$ cat config.mk
export PLATFORM = sky130hd
export DESIGN_NAME = spi_autosel_master
export DESIGN_NICKNAME = d
export VERILOG_FILES = /design/src/rtl/spi_am_pkg.sv /design/src/rtl/spi_am_clkgen.sv /design/src/rtl/spi_am_shifter.sv /design/src/rtl/spi_autosel_master.sv
export SDC_FILE = /design/constraint.sdc
export NUM_CORES = 1
export LEC_CHECK = 0
export BUFFER_PORTS_ARGS = -buffer_cell sky130_fd_sc_hd__buf_2
export CAP_MARGIN = 20
export CORE_ASPECT_RATIO = 0.5
export CORE_MARGIN = 2
export CORE_UTILIZATION = 45
export CTS_CLUSTER_SIZE = 8
export DETAILED_ROUTE_END_ITERATION = 10
export PLACE_DENSITY = 0.7
export SETUP_SLACK_MARGIN = 0.2
export SLEW_MARGIN = 5
export SYNTH_ARGS = -nofsm -noshare
export SYNTH_HDL_FRONTEND = slang
export SYNTH_SLANG_ARGS = --single-unit
$ cat constraint.sdc
create_clock -name clk -period 1.9 [get_ports clk]
set_input_delay 0.095 -clock clk [delete_from_list [all_inputs] [get_ports clk]]
set_output_delay 0.095 -clock clk [all_outputs]
set_load 0.02 [all_outputs]
$ cat src/rtl/spi_am_pkg.sv
package spi_am_pkg;
    typedef enum logic [1:0] {
        ST_IDLE   = 2'd0,
        ST_XFER   = 2'd1,
        ST_TRAIL  = 2'd2,
        ST_FINISH = 2'd3
    } am_state_e;
endpackage

$ cat src/rtl/spi_am_clkgen.sv
// Two-stage half-period tick generator: prescale (value+1), then 2^rate.
module spi_am_clkgen #(
    parameter int PRESC_W = 3,
    parameter int RATE_W  = 3
) (
    input  logic               clk,
    input  logic               rst_n,
    input  logic               clear,
    input  logic [PRESC_W-1:0] presc,
    input  logic [RATE_W-1:0]  rate,
    output logic               tick
);
    localparam int RCNT_W = (1 << RATE_W) - 1;

    logic [PRESC_W-1:0] pcnt_q;
    logic [RCNT_W-1:0]  rcnt_q;
    logic [RCNT_W-1:0]  rate_lim;
    logic               pre_end;

    always_comb begin
        rate_lim = (RCNT_W'(1) << rate) - RCNT_W'(1);
        pre_end  = (pcnt_q == presc);
        tick     = pre_end && (rcnt_q == rate_lim);
    end

    always_ff @(posedge clk or negedge rst_n) begin
        if (!rst_n) begin
            pcnt_q <= '0;
            rcnt_q <= '0;
        end else if (clear) begin
            pcnt_q <= '0;
            rcnt_q <= '0;
        end else if (pre_end) begin
            pcnt_q <= '0;
            rcnt_q <= (rcnt_q == rate_lim) ? '0 : rcnt_q + RCNT_W'(1);
        end else begin
            pcnt_q <= pcnt_q + PRESC_W'(1);
        end
    end
endmodule

$ cat src/rtl/spi_am_shifter.sv
// Transmit and receive shift registers with selectable bit order.
module spi_am_shifter #(
    parameter int DATA_W = 8
) (
    input  logic              clk,
    input  logic              rst_n,
    input  logic              load,
    input  logic [DATA_W-1:0] tx_byte,
    input  logic              lsb_first,
    input  logic              shift_en,
    input  logic              sample_en,
    input  logic              miso,
    output logic              mosi,
    output logic [DATA_W-1:0] rx_byte
);
    logic [DATA_W-1:0] tx_q;
    logic [DATA_W-1:0] rx_q;

    assign mosi    = lsb_first ? tx_q[0] : tx_q[DATA_W-1];
    assign rx_byte = rx_q;

    always_ff @(posedge clk or negedge rst_n) begin
        if (!rst_n) begin
            tx_q <= '0;
            rx_q <= '0;
        end else if (load) begin
            tx_q <= tx_byte;
            rx_q <= '0;
        end else begin
            if (shift_en) begin
                tx_q <= lsb_first ? (tx_q >> 1) : (tx_q << 1);
            end
            if (sample_en) begin
                rx_q <= lsb_first ? {miso, rx_q[DATA_W-1:1]}
                                  : {rx_q[DATA_W-2:0], miso};
            end
        end
    end
endmodule

$ cat src/rtl/spi_autosel_master.sv
module spi_autosel_master #(
    parameter int DATA_W  = 8,
    parameter int PRESC_W = 3,
    parameter int RATE_W  = 3
) (
    input  logic              clk,
    input  logic              rst_n,
    input  logic              cpol_i,
    input  logic              cpha_i,
    input  logic              lsb_first_i,
    input  logic              ssoe_i,
    input  logic              modf_en_i,
    input  logic [PRESC_W-1:0] presc_i,
    input  logic [RATE_W-1:0] rate_i,
    input  logic              start_i,
    input  logic [DATA_W-1:0] tx_data_i,
    input  logic              miso_i,
    output logic              sck_o,
    output logic              mosi_o,
    output logic              ss_n_o,
    output logic [DATA_W-1:0] rx_data_o,
    output logic              busy_o,
    output logic              done_o
);
    import spi_am_pkg::*;

    localparam int EDGES = 2 * DATA_W;
    localparam int EC_W  = $clog2(EDGES + 1);

    am_state_e          st_q, st_d;
    logic [EC_W-1:0]    ec_q;
    logic               ph_q;
    logic               cpol_q, cpha_q, lsb_q, auto_q;
    logic [PRESC_W-1:0] presc_q;
    logic [RATE_W-1:0]  rate_q;
    logic [DATA_W-1:0]  rx_q;
    logic [DATA_W-1:0]  sh_rx;
    logic               tick, accept, xtick, edge_odd, last_edge;
    logic               sample_en, shift_en, div_clear, sh_mosi;

    assign accept    = (st_q == ST_IDLE) && start_i;
    assign xtick     = (st_q == ST_XFER) && tick;
    assign edge_odd  = ~ec_q[0];
    assign last_edge = (ec_q == EC_W'(EDGES - 1));
    assign sample_en = xtick && (cpha_q ? ~edge_odd : edge_odd);
    assign shift_en  = xtick && (cpha_q ? (edge_odd && (ec_q != '0)) : ~edge_odd);
    assign div_clear = ~((st_q == ST_XFER) || (st_q == ST_TRAIL));

    spi_am_clkgen #(.PRESC_W(PRESC_W), .RATE_W(RATE_W)) clkgen_i (
        .clk   (clk),
        .rst_n (rst_n),
        .clear (div_clear),
        .presc (presc_q),
        .rate  (rate_q),
        .tick  (tick)
    );

    spi_am_shifter #(.DATA_W(DATA_W)) shifter_i (
        .clk       (clk),
        .rst_n     (rst_n),
        .load      (accept),
        .tx_byte   (tx_data_i),
        .lsb_first (lsb_q),
        .shift_en  (shift_en),
        .sample_en (sample_en),
        .miso      (miso_i),
        .mosi      (sh_mosi),
        .rx_byte   (sh_rx)
    );

    // Next-state logic
    always_comb begin
        st_d = st_q;
        unique case (st_q)
            ST_IDLE:   if (start_i) st_d = ST_XFER;
            ST_XFER:   if (tick && last_edge) st_d = ST_TRAIL;
            ST_TRAIL:  if (tick) st_d = ST_FINISH;
            ST_FINISH: st_d = ST_IDLE;
            default:   st_d = ST_IDLE;
        endcase
    end

    // State register
    always_ff @(posedge clk or negedge rst_n) begin
        if (!rst_n) st_q <= ST_IDLE;
        else        st_q <= st_d;
    end

    // Configuration, edge counter, clock phase and received byte
    always_ff @(posedge clk or negedge rst_n) begin
        if (!rst_n) begin
            ec_q    <= '0;
            ph_q    <= 1'b0;
            cpol_q  <= 1'b0;
            cpha_q  <= 1'b0;
            lsb_q   <= 1'b0;
            auto_q  <= 1'b0;
            presc_q <= '0;
            rate_q  <= '0;
            rx_q    <= '0;
        end else begin
            if (accept) begin
                ec_q    <= '0;
                ph_q    <= 1'b0;
                cpol_q  <= cpol_i;
                cpha_q  <= cpha_i;
                lsb_q   <= lsb_first_i;
                auto_q  <= ssoe_i & modf_en_i;
                presc_q <= presc_i;
                rate_q  <= rate_i;
            end
            if (xtick) begin
                ec_q <= ec_q + EC_W'(1);
                ph_q <= ~ph_q;
            end
            if ((st_q == ST_TRAIL) && tick) begin
                rx_q <= sh_rx;
            end
        end
    end

    // Outputs
    always_comb begin
        busy_o    = (st_q != ST_IDLE);
        done_o    = (st_q == ST_FINISH);
        ss_n_o    = ~(auto_q && ((st_q == ST_XFER) || (st_q == ST_TRAIL)));
        sck_o     = (st_q == ST_IDLE) ? cpol_i : (cpol_q ^ ph_q);
        mosi_o    = sh_mosi;
        rx_data_o = rx_q;
    end
endmodule

# Word-level counts from Yosys, hierarchy flattened
# Cells that the tools add are included.
# classes
addsub	4
n_mul	0
n_div	0
n_lt_le_gt_ge	0
n_eq_ne	10
shifts	1
n_mux	23
bitwise_logic	5
n_reduce_logical	17
# ops
op	n
$mux 8	6
$mux 7	3
$mux 5	2
$logic_and 1x1->1	9
$pmux 2 s4	1
$reduce_bool 2->1	4
$add 7x1->7 const B	1
$eq 7x7->1	1
$shl 1x3->7 const A	1
$sub 7x2->7 const B	1
$mux 1	6
$mux 2	3
$mux 3	2
$add 5x1->5 const B	1
$eq 5x4->1 const B	1
$reduce_bool 5->1	1
$eq 2x2->1 const B	2
$ne 2x1->1 const B	2
$ne 2x2->1 const B	2
$add 3x1->3 const B	1
$eq 3x3->1	1
$not 1->1	3
$reduce_and 3->1	1
$eq 2x1->1 const B	1
4 further kinds	4
# word_totals
regBits	52
latch_bits	0
ram_bits	0
rom_bits	0
inputBits	23
out_inout_bits	13
mem_count	0

# Longest topological paths before layout
# Gate-level depths: netlist (run 1).
# depth
ltp_word	8
depth_mapped	8

# Cells and area by module
# A second synthesis (run 1) with hierarchy kept.
# unflattened
cells_unflattened	256
hier_area_um2	2800.2
# by_module_without_submodules
module	instances	cells_each	area_per_inst_um2	seq_area_each_um2
spi_autosel_master	1	97	1201.2	650.6
spi_am_shifter	1	82	892.1	400.4
spi_am_clkgen	1	77	706.9	250.2

# Worst setup path after synthesis (run 1)
# OpenSTA, ideal clock, no wires.
# synth_path
kind	reg-to-reg
start	register rate_q[1]
end	register ec_q[2]
setup_ps	120
arrival_time_ps	1882
setup_slack_ps	-102
stages_incl_launch_ff	8
n_path_buf	2
cell_sequence	dfrtp_1 -> buf_6 -> a2111oi_4 -> o21ai_2 -> nor3_2 -> buf_2 -> nand2_1 -> a31o_2
# synth_via
elab_chain_len	6
# synth_lines
element	line	text
start: declaration	spi_autosel_master.sv:35	logic [RATE_W-1:0] rate_q;
start signal: assignment	spi_autosel_master.sv:110	rate_q <= rate_i;
$shl 1x3->7 (*)	spi_am_clkgen.sv:21	rate_lim = (RCNT_W'(1) << rate) - RCNT_W'(1);
$sub 7x2->7 (*)	spi_am_clkgen.sv:21	
$eq 7x7->1 (*)	spi_am_clkgen.sv:23	tick = pre_end && (rcnt_q == rate_lim);
$logic_and 1x1->1 (*)	spi_am_clkgen.sv:23	
$logic_and 1x1->1 (*)	spi_autosel_master.sv:42	assign xtick = (st_q == ST_XFER) && tick;
$mux 5 or $reduce_bool 2->1 (tied branches)	n/a	
end signal: assignment	spi_autosel_master.sv:113	ec_q <= ec_q + EC_W'(1);
end: declaration	spi_autosel_master.sv:31	logic [EC_W-1:0] ec_q;
# Mark *: on every way between the ends. The rest lies on a longest branch, timed or not.
# A chain may end at the register's enable or synchronous reset.

# Worst setup path in the final report (run 1)
# layout_path
start	register rate_q[1]
end	register shifter_i.rx_q[5], in the netlist shifter_i.rx_byte[5]
# layout_via
elab_chain_len	7
# layout_lines
element	line	text
$shl 1x3->7	spi_am_clkgen.sv:21	
$sub 7x2->7	spi_am_clkgen.sv:21	
$eq 7x7->1	spi_am_clkgen.sv:23	
$logic_and 1x1->1	spi_am_clkgen.sv:23	
$logic_and 1x1->1	spi_autosel_master.sv:42	
$logic_and 1x1->1	spi_autosel_master.sv:45	assign sample_en = xtick && (cpha_q ? ~edge_odd : edge_odd);
$reduce_bool 2->1 (no source line)	n/a	
end signal: assignment	spi_am_shifter.sv:34	rx_q <= lsb_first ? {miso, rx_q[DATA_W-1:1]}
end: declaration	spi_am_shifter.sv:17	logic [DATA_W-1:0] rx_q;
# Every way passes these cells.

==> results.sh, run 1 <==
export IMPL_setup_violations=36
export IMPL_crit_chain="buf_4, a2111oi_4, o21ai_4, buf_6, nor4_4, buf_4, buf_12, nor2_1, a211oi_2"
export IMPL_cp_arrival_ns=2.25
export IMPL_leakagePower_nw=1.80
export IMPL_tightestPinTransition_ns=0.588
export IMPL_hpwl_mm=4.33
export IMPL_power_density_nw_per_um2=1550
export IMPL_drt_iter0_markers=68
export IMPL_fin_area_um2=3910
export IMPL_slew_limit_headroom_pct=60.8
export IMPL_area_delta_synth_final_pct=38.2
export IMPL_grt_max_degree=53
export IMPL_skew_ns=0.00805
export IMPL_path_delay_family="compound AO/OA/AOI/OAI gates"
export IMPL_internal_power_mw=3.63
export IMPL_wl_per_cell_um=14.5
export IMPL_netlist_instances=280
export IMPL_cp_buffers_inverters=4
export IMPL_htree_levels=2
export IMPL_grt_pass1_wl_mm=10.4
export IMPL_final_max_slew_violation_count=0
export IMPL_gp_congestion=0.834
export IMPL_row_count=20
export IMPL_yosys_register_bits=52
export IMPL_place_area_um2=3440
export IMPL_crit_top_cell="buf_4"
export IMPL_syn_nets=312
export IMPL_cpMaxStageDelayCell="dfrtp_2"
export IMPL_p_switching_mw=2.41
export IMPL_r2r_cells=9
export IMPL_vias=2318
export IMPL_slowest_delay_ns=0.47
export IMPL_fillers=473
export IMPL_cts_buffer_depth=2
export IMPL_cts_root_buf="clkbuf_16"
export IMPL_drc_errors=0
export IMPL_worst_slack_ns=-0.143
export IMPL_peakVddDrop_mv=0.696
export IMPL_switching_share_pct=39.9
export IMPL_clkLatencyLatePin_ns=0.29
export IMPL_r2r_setup_slack_ns=-0.14
export IMPL_diodes=0
export IMPL_portBuffers=35
export IMPL_pin_count=36
export IMPL_hold_path_class="primary input to register"
export IMPL_antenna_found_initial=0
export IMPL_nNetsFinal=389
export IMPL_drv_cap=0
export IMPL_clkTransAtPathRegs_ns=0.07
export IMPL_syn_area_um2=2830
export IMPL_ys_seq_area_share_pct=46.1
export IMPL_viasPerCell=5.20
export IMPL_avgSynthCellArea_um2=10.1
export IMPL_rsz0062_at_grt="yes"
export IMPL_postRouteAntennaNets=0
export IMPL_dieArea_um2=6970
export IMPL_tritoncts="done"
export IMPL_fp_dieW_um=116
export IMPL_grt_overflow_total=0
export IMPL_initial_core_util_pct=46.7
export IMPL_hold_viol_final=0
export IMPL_fp_coreArea_um2=6060
export IMPL_crit_type="register to register"
export IMPL_yosys_warnings=0
export IMPL_start_kind="register"
export IMPL_cts_num_sinks=52
export IMPL_cts_buffers=5
export IMPL_first_global_vias=2293
export IMPL_grt_total_usage_pct=19.2
export IMPL_whs_ns=0.00353
export IMPL_routed_wl_mm=6.48
export IMPL_critPathMaxFanout=8
export IMPL_violations="setup timing"
export IMPL_status="complete, but fails checks"
export IMPL_period_share_pct=108
export IMPL_whs_path_depth=3
export IMPL_p_clk_share_pct=16.9
export IMPL_dr_pass1_iters=4
export IMPL_seq_power_share_pct=31.5
export IMPL_critical_path_required_ns=2.11
export IMPL_fp_dieH_um=60.0
export IMPL_pwr_share_comb_pct=51.6
export IMPL_clock_fmax_mhz=489
export IMPL_cp_depth=9
export IMPL_drive_gt1_share_pct=41.1
export IMPL_fin_crit_ns=2.04
export IMPL_synth_cell_types=44
export IMPL_critPathCaptureType="register"
[cell families after synthesis]
family | synth area share (%)
AND/OR/NAND/NOR | 18.9
flip-flops | 46.1
AO/OA/AOI/OAI | 11.9
multiplexers | 13.5
buffers and inverters | 3.81
adder cells (fa/ha/maj) | 3.99
XOR/XNOR | 1.86
[metal layers]
metal  vias to the layer above  routed length (um)  track usage [%]
li1                       1133                   -                -
met1                      1143                3010             24.3
met2                        35                3250             34.1
met3                         7                 163             3.25
met4                         0                  51             6.46
met5                         -                   0                0
[state kept, by name, summed over array words and instances (netlist names), 2 cells and up]
name               flops
clkgen_i.rcnt_q        7
rate_q                 3
st_q                   2
shifter_i.tx_q         8
rx_data_o              8
clkgen_i.pcnt_q        3
presc_q                3
ec_q                   5
shifter_i.rx_byte      8
[area by class of cell]
class                           count  area, um^2  area share (%)
Clock buffer                        6         129            3.30
Clock inverter                      2        38.8           0.993
Inverter                           10        37.5           0.961
Multi-Input combinational cell    204        1640            42.0
Sequential cell                    52        1310            33.5
Tap cell                           88         110            2.82
Timing Repair Buffer               84         643            16.5
[final timing paths]
kind | start | to
max | rate_q[1] | shifter_i.rx_byte[5]
min | rate_i[0] | rate_q[0]
max reg2reg | rate_q[1] | shifter_i.rx_byte[5]
min reg2reg | auto_q | auto_q
max in group asynchronous | rst_n | clkgen_i.rcnt_q[6]
min in group asynchronous | rst_n | shifter_i.tx_q[2]
[synth_stat cells (all sizes together)]
cell type   n  area share, %
nand2      54            7.2
dfrtp      52             46
mux2i      19            6.7
mux2       17            6.8
nor2       14            1.9
o21ai      14            2.6
inv        10            1.3
a211oi      9            2.4
clkbuf      9            1.2
ha          9            4.0
nand3       9            1.8
buf         5            1.3
nor4        5            2.2
a21oi       4           0.71
and2        4           0.89
nor3        4           0.89
or3         4           0.89
a21boi      3           0.80
a31o        3           0.93
nand4       3           0.66
nor2b       3           0.66
xnor2       3           0.93
xor2        3           0.93
and3        2           0.44
nand2b      2           0.44
o211a       2           0.71
o21a        2           0.53
o22ai       2           0.44
or2         2           0.44
a2111oi     1           0.97
a22oi       1           0.27
a311oi      1           0.53
a32oi       1           0.31
nand3b      1           0.27
nor4b       1           0.31
o2111a      1           0.40
o22a        1           0.31
[worst min-delay path: cells and delay by family]
kind	cells	cell delay, ns
AND/OR/NAND/NOR	2	0.09
buffers and inverters	1	0.07
[power groups by stage]
stage               Sequential, mW  Clock (mW)  Combinational, mW
global route                  1.96        1.09               3.37
floorplan                     1.86           0               1.96
finish                        1.90        1.02               3.12
global placement              1.91           0               2.59
detailed placement            1.94           0               2.67
CTS                           1.91        1.04               2.91
[layout by cell type, fill, tap and decap left out, types with 6 or more instances in the layout]
master,Yosys,final
nand2_1,54,52
dfrtp_1,52,48
buf_2,2,35
buf_4,0,32
mux2i_1,19,19
mux2_2,17,16
nor2_1,14,14
inv_1,10,8
o21ai_1,7,8
ha_1,9,7
a211oi_2,0,6
clkbuf_16,0,6
buf_6,2,6
[through the flow]
step | cells | setup slack, ns | power [mW] | setup TNS [ns] | utilization (%)
floorplan | 280 | -0.101 | 3.82 | -0.692 | -
finish | 446 | -0.143 | 6.04 | -3.25 | 64.5
global placement | 418 | -0.165 | 4.50 | -3.54 | 56.9
CTS | 440 | -0.122 | 5.86 | -2.14 | 62.1
detailed placement | 418 | -0.202 | 4.61 | -5.16 | 56.9
global route | 446 | -0.243 | 6.43 | -6.32 | 64.5
[repair_timing]
action / CTS / global route
setup buffers: 8 / 5
hold endpoints to repair: 56 / 0
pin swaps: 4 / 5
cloned: 1 / 1
hold buffers: 5 / 0
resized for setup: 9 / 16
setup endpoints to repair: 39 / 41
Note: power is estimated with default switching activity, not from simulation.
==> inputs of run 2 (changes only) <==
Settings changed: CORE_MARGIN 2 to default, SYNTH_HIERARCHICAL from default to 1.
==> run 2 against run 1 <==
Effect of this change: the run still ends with setup timing left; first-iteration DRC count is 7.4% higher; combinational power down 29%; maximum frequency shrank 13%; critical endpoint is now shifter_i/rx_byte[6]; largest power group unchanged.
==> results.sh, run 2 <==
export IMPL_tritoncts="done"
export IMPL_clkLatencyLatePin_ns=0.29
export IMPL_grt_total_usage_pct=20.6
export IMPL_gp_congestion=0.827
export IMPL_power_density_nw_per_um2=1310
export IMPL_ys_seq_area_share_pct=46.5
export IMPL_start_kind="register"
export IMPL_placedCellCount=399
export IMPL_period_share_pct=123
export IMPL_critical_path_required_ns=2.11
export IMPL_htree_levels=2
export IMPL_dieArea_um2=6560
export IMPL_ys_async_sr_fraction_pct=100
export IMPL_yosys_most_used_dff="dfrtp_1"
export IMPL_first_global_vias=2378
export IMPL_clock_fmax_mhz=427
export IMPL_grt_overflow_total=0
export IMPL_yosys_warnings=6
export IMPL_viasPerCell=5.26
export IMPL_yosys_register_bits=52
export IMPL_final_util_pct=63.7
export IMPL_drc_errors=0
export IMPL_cts_buffers=5
export IMPL_drv_cap=0
export IMPL_clkTransAtPathRegs_ns=0.07
export IMPL_cts_root_buf="clkbuf_16"
export IMPL_nNetsFinal=363
export IMPL_slew_limit_headroom_pct=60.9
export IMPL_final_cells=416
export IMPL_synth_top_cells_by_area="dfrtp_1 (46%), mux2_2 (7.2%), mux2i_1 (5.7%)"
export IMPL_synth_cell_types=52
export IMPL_fin_area_um2=3650
export IMPL_setup_violations=39
export IMPL_dr_pass1_iters=4
export IMPL_leakagePower_nw=1.73
export IMPL_fin_crit_ns=2.34
export IMPL_crit_type="register to register"
export IMPL_violations="setup timing"
export IMPL_synth_top_area_share_pct=46.5
export IMPL_avgSynthCellArea_um2=10.9
export IMPL_cts_num_sinks=52
export IMPL_tightestPinTransition_ns=0.587
export IMPL_initial_core_util_pct=48.9
export IMPL_place_area_um2=3300
export IMPL_multi_input_comb_area_um2=1470
export IMPL_fillers=436
export IMPL_critPathCaptureType="register"
export IMPL_hpwl_mm=4.24
export IMPL_status="complete, but fails checks"
export IMPL_diodes=0
export IMPL_area_delta_synth_final_pct=30.4
export IMPL_hold_path_class="primary input to register"
export IMPL_critPathMaxFanout=9
export IMPL_place_ws_ns=-0.389
export IMPL_mostFrequentLayoutCell="dfrtp_1"
export IMPL_portBuffers=35
export IMPL_pin_count=36
export IMPL_cp_arrival_ns=2.55
export IMPL_yosysMostFrequentCell="dfrtp_1"
export IMPL_cts_buffer_depth=2
export IMPL_worst_slack_ns=-0.439
export IMPL_fp_dieH_um=57.8
export IMPL_row_count=19
export IMPL_routed_wl_mm=6.14
export IMPL_yosys_top_cells_count="dfrtp_1 (52), nand2_1 (21), mux2_2 (18), nor2_1 (18)"
export IMPL_antenna_found_initial=0
export IMPL_grt_pass1_wl_mm=10.6
export IMPL_drive_gt1_share_pct=41.0
export IMPL_fp_coreArea_um2=5730
export IMPL_syn_area_um2=2800
export IMPL_wl_per_cell_um=14.8
export IMPL_rsz0062_at_grt="yes"
export IMPL_setup_tns_ns=-10.12
export IMPL_final_max_slew_violation_count=0
export IMPL_postRouteAntennaNets=0
export IMPL_layout_common_cells="dfrtp_1 (51), buf_2 (36), buf_4 (33)"
export IMPL_yosysTopAreaCell="dfrtp_1"
export IMPL_vias=2187
export IMPL_fp_dieW_um=114
export IMPL_hold_viol_final=0
export IMPL_netlist_instances=256
export IMPL_peakVddDrop_mv=0.675
export IMPL_synth_edff_count=0
export IMPL_skew_ns=0.00556
export IMPL_syn_nets=288
export IMPL_r2r_setup_slack_ns=-0.44
export IMPL_drt_iter0_markers=73
export IMPL_seqCellArea_um2=1300
export IMPL_grt_max_degree=29
-- run 2: cell count changes in the layout (fill, tap and decap cells not counted), sizes merged, moves of 6 or more --
cell / delta
or3b: +6
inv: +6
nand2: -32
o21ai: -6
o211ai: +8
-- run 2: kinds of logic after synthesis --
kind of cell,count (synthesis),share of synthesized area (%)
AO/OA/AOI/OAI,44,12.5
buffers and inverters,27,5.63
XOR/XNOR,10,3.13
flip-flops,52,46.5
AND/OR/NAND/NOR,80,15.3
multiplexers,34,13.0
adder cells (fa/ha/maj),9,4.02
-- run 2: what timing repair did --
| item | CTS | global route |
|---|---|---|
| endpoints found under the hold margin | 24 | 0 |
| pin swaps | 11 | 7 |
| resized for setup | 17 | 17 |
| cloned | 1 | 0 |
| hold buffers | 1 | 0 |
| endpoints found under the setup margin | 39 | 40 |
| setup buffers | 5 | 2 |
-- run 2: path summary, 6_finish.rpt --
| path | start | endpoint | cells past startpoint |
|---|---|---|---|
| worst max-delay path | rate_q[0] | shifter_i/rx_byte[6] | 11 |
| worst min-delay path | lsb_first_i | lsb_q | 2 |
| worst max register to register | rate_q[0] | shifter_i/rx_byte[6] | 11 |
| worst min register to register | auto_q | auto_q | 2 |
| max in group asynchronous | rst_n | shifter_i/tx_q[4] | 3 |
| min in group asynchronous | rst_n | clkgen_i/rcnt_q[4] | 2 |
-- run 2: layer usage --
layer / track usage, % / share of wire [%] / vias up / wire (um)
met1: 26.0 / 44 / 1072 / 2720
met2: 36.1 / 51 / 46 / 3130
met5: 0 / 0 / - / 0
li1: - / - / 1063 / -
met4: 6.95 / 1.2 / 0 / 73
met3: 4.18 / 3.5 / 6 / 216
-- run 2: through the flow --
step / hold slack [ns] / power, mW
after detailed placement: 0.124 / 3.64
after CTS: 0.0260 / 4.70
after global routing: 0.0305 / 5.09
after global placement: 0.113 / 3.56
after floorplan: -0.201 / 3.06
final: 0.0277 / 4.80
-- run 2: final cells by class --
class | instances | share of cell area [%]
clock buffers | 5 | 3.43
multi-input cells | 177 | 40.3
clock inverters | 3 | 0.754
inverters | 16 | 1.64
flip-flops and latches | 52 | 35.7
repair buffers | 79 | 15.4
well taps | 84 | 2.88
-- run 2: power breakdown --
part	internal [mW]	switching, mW	leakage [nW]
combinational	1.08	1.15	0.979
clock	0.500	0.427	0.0719
sequential	1.37	0.268	0.683
-- run 2: critical path, cell delays in order, from the launching register on --
cell and delay (ns):
dfrtp_1 0.42, or3_4 0.41, a221oi_4 0.23, o211ai_2 0.17, nor3_4 0.18, nand2_2 0.12, a21oi_2 0.15, and2_4 0.17
buf_12 0.11, buf_8 0.12, nor2_4 0.03, a211oi_2 0.14
==> inputs of run 3 (changes only) <==
Settings changed: ABC_AREA from default to 1, CORE_UTILIZATION 45 to 52, PLACE_DENSITY 0.7 to 0.79.
==> run 3 against run 2 <==
Effect of this change: global-route usage grew 3.3 points; flip-flop and latch count is the same; the flow still finishes with violations (setup timing); clock skew decreased by 0.00059 ns; hold slack got worse by 0.011 ns; critical endpoint is now shifter_i/tx_q[4]; non-clock buffer count down 15; highest routed layer unchanged; maximum frequency up 19%; clock power fell by 19%; power decreased by 6.5%; die area decreased by 10%; register-to-register slack better by 0.37 ns.
==> results.sh, run 3 <==
export IMPL_r2r_setup_slack_ns=-0.07
export IMPL_synth_top_area_share_pct=45.1
export IMPL_nNetsFinal=486
export IMPL_yosysTopAreaCell="dfrtp_1"
export IMPL_hpwl_mm=4.70
export IMPL_yosys_warnings=6
export IMPL_first_global_vias=2496
export IMPL_synth_cell_types=24
export IMPL_grt_pass1_wl_mm=10.8
export IMPL_period_share_pct=104
export IMPL_hold_viol_final=0
export IMPL_wl_per_cell_um=12.6
export IMPL_p_clk_share_pct=16.8
export IMPL_drt_iter0_markers=208
export IMPL_setup_violations=16
export IMPL_cts_buffer_depth=2
export IMPL_yosys_most_used_dff="dfrtp_1"
export IMPL_area_delta_synth_final_pct=23.1
export IMPL_peakVddDrop_mv=0.693
export IMPL_cp_depth=17
export IMPL_pwr_share_comb_pct=46.6
export IMPL_fp_dieW_um=107
export IMPL_htree_levels=2
export IMPL_status="complete, but fails checks"
export IMPL_drv_cap=0
export IMPL_r2r_cells=17
export IMPL_path_delay_family="simple AND/OR/NAND/NOR gates"
export IMPL_cp_buffers_inverters=4
export IMPL_worstHoldStart="tx_data_i[7]"
export IMPL_ys_async_sr_fraction_pct=100
export IMPL_hold_path_class="primary input to register"
export IMPL_place_area_um2=3220
export IMPL_yosysMostFrequentCell="nand2_1"
export IMPL_grt_max_degree=28
export IMPL_rsz0062_at_grt="yes"
export IMPL_yosys_register_bits=52
export IMPL_pin_count=36
export IMPL_final_max_slew_violation_count=0
export IMPL_crit_type="register to register"
export IMPL_row_count=18
export IMPL_worst_slack_ns=-0.0693
export IMPL_syn_nets=423
export IMPL_diodes=0
export IMPL_cts_buffers=5
export IMPL_avgSynthCellArea_um2=7.39
export IMPL_final_util_pct=69.2
export IMPL_cp_arrival_ns=2.16
export IMPL_layout_common_cells="nand2_1 (146), dfrtp_1 (50), nor2_1 (36)"
export IMPL_fp_coreArea_um2=5130
export IMPL_synth_top_cells_by_area="dfrtp_1 (45%), nand2_1 (20%), nand3_1 (5.7%)"
export IMPL_start_kind="register"
export IMPL_yosys_top_cells_count="nand2_1 (157), dfrtp_1 (52), nor2_1 (39)"
export IMPL_clkLatencyLatePin_ns=0.30
export IMPL_r2r_start="rate_q[2]"
export IMPL_place_ws_ns=-0.205
export IMPL_ys_seq_area_share_pct=45.1
export IMPL_routed_wl_mm=6.64
export IMPL_clkTransAtPathRegs_ns=0.09
export IMPL_crit_chain="buf_12, nor2_4, nor2_1, nor2_1, nand2_1, nor2_2, nand3_2, inv_2, nand2_4, clkinv_4, nand2_4, nor2_4, nor2_4, inv_4, nand2_1, nor2_1, nor2_1"
export IMPL_initial_core_util_pct=56.2
export IMPL_leakagePower_nw=1.88
export IMPL_postRouteAntennaNets=0
export IMPL_setup_tns_ns=-0.857
export IMPL_skew_ns=0.00496
export IMPL_critPathCaptureType="register"
export IMPL_cts_num_sinks=52
export IMPL_fin_area_um2=3550
export IMPL_cts_root_buf="clkbuf_8"
export IMPL_vias=2667
export IMPL_violations="setup timing"
export IMPL_dr_pass1_iters=4
export IMPL_mostFrequentLayoutCell="nand2_1"
export IMPL_dieArea_um2=5870
export IMPL_slowest_delay_ns=0.45
export IMPL_power_density_nw_per_um2=1260
export IMPL_viasPerCell=5.08
export IMPL_slew_limit_headroom_pct=59.1
export IMPL_grt_total_usage_pct=23.9
export IMPL_crit_top_cell="nor2_1"
export IMPL_tightestPinTransition_ns=0.614
export IMPL_drc_errors=0
export IMPL_antenna_found_initial=0
export IMPL_tritoncts="done"
export IMPL_clock_fmax_mhz=508
export IMPL_gp_congestion=0.857
export IMPL_grt_overflow_total=0
export IMPL_reg2reg_to="shifter_i/tx_q[4]"
export IMPL_netlist_instances=391
export IMPL_internal_power_mw=2.53
export IMPL_setup_worst_path_end="shifter_i/tx_q[4]"
export IMPL_switching_share_pct=43.5
export IMPL_fp_dieH_um=54.7
export IMPL_synth_edff_count=0
export IMPL_critPathMaxFanout=6
export IMPL_drive_gt1_share_pct=23.3
export IMPL_syn_area_um2=2890
export IMPL_p_switching_mw=1.95
export IMPL_critical_path_required_ns=2.09
export IMPL_cpMaxStageDelayCell="dfrtp_2"
export IMPL_fin_crit_ns=1.97
export IMPL_portBuffers=35
export IMPL_seq_power_share_pct=36.7
export IMPL_critPathLaunch="rate_q[2]"
==> run 3: cell types whose count changed after synthesis, sizes merged, moves of 12 or more <==
cell	delta
nand2	+143
nand3	+30
nor2	+27
inv	+22
mux2	-18
mux2i	-16
o21ai	+12
==> run 3: what timing repair did <==
item / in CTS / in global routing
pin swaps: 16 / 9
cloned: 1 / 0
hold buffers: 8 / 0
hold endpoints to repair: 32 / 0
resized for setup: 13 / 16
endpoints found under the setup margin: 32 / 39
setup buffers: 4 / 2
==> run 3: metal layers <==
metal  routed length (um)  part of all wire, %  global-route usage [%]
met1                 2970                   45                    30.6
met5                    0                    0                       0
met3                  252                  3.8                    4.29
met4                   73                  1.1                    7.76
met2                 3340                   50                    42.6
==> run 3: worst reg2reg max path: stages (launching register included) <==
cell,delay (ns)
dfrtp_2,0.45
buf_12,0.14
nor2_4,0.09
nor2_1,0.05
nor2_1,0.10
nand2_1,0.08
nor2_2,0.14
nand3_2,0.09
inv_2,0.08
nand2_4,0.07
clkinv_4,0.06
nand2_4,0.05
nor2_4,0.12
nor2_4,0.06
inv_4,0.08
nand2_1,0.06
nor2_1,0.09
nor2_1,0.05
==> run 3: how the worst min path moves through the flow <==
stage          slack, ns           endpoint  depth (start not counted)
6_report            0.02  shifter_i/tx_q[7]                          3
5_1_grt             0.01             auto_q                          3
4_1_cts            0.004             cpol_q                          3
3_5_place_dp        0.14            ec_q[3]                          1
3_3_place_gp        0.14            ec_q[0]                          1
2_1_floorplan      -0.20             auto_q                          0
==> run 3: logic make-up after synthesis <==
group	synth area share, %
flip-flops	45.1
adder cells (fa/ha/maj)	3.90
buffers and inverters	8.41
AND/OR/NAND/NOR	36.7
XOR/XNOR	1.82
AO/OA/AOI/OAI	4.07
==> run 3: stage by stage <==
step | hold slack [ns] | cells | total power, mW
2_1_floorplan | -0.201 | 391 | 3.12
4_1_cts | 0.00435 | 523 | 4.40
3_5_place_dp | 0.144 | 502 | 3.50
3_3_place_gp | 0.136 | 502 | 3.40
5_1_grt | 0.0137 | 525 | 4.83
6_report | 0.0166 | 525 | 4.49
==> run 3: layout make-up <==
| class | count | area (um^2) |
|---|---|---|
| Fill cell | 412 | 1580 |
| Sequential cell | 52 | 1300 |
| Tap cell | 70 | 87.6 |
| Inverter | 40 | 163 |
| Multi-Input combinational cell | 290 | 1450 |
| Clock inverter | 2 | 35.0 |
| Timing Repair inverter | 1 | 7.51 |
| Timing Repair Buffer | 64 | 437 |
| Clock buffer | 6 | 72.6 |
==> run 3: power groups by stage <==
stage / logic, mW / registers [mW] / clock network (mW)
after floorplan: 1.54 / 1.58 / 0
after global placement: 1.74 / 1.66 / 0
after detailed placement: 1.83 / 1.67 / 0
after CTS: 2.00 / 1.63 / 0.768
after global routing: 2.34 / 1.68 / 0.817
final: 2.09 / 1.65 / 0.752
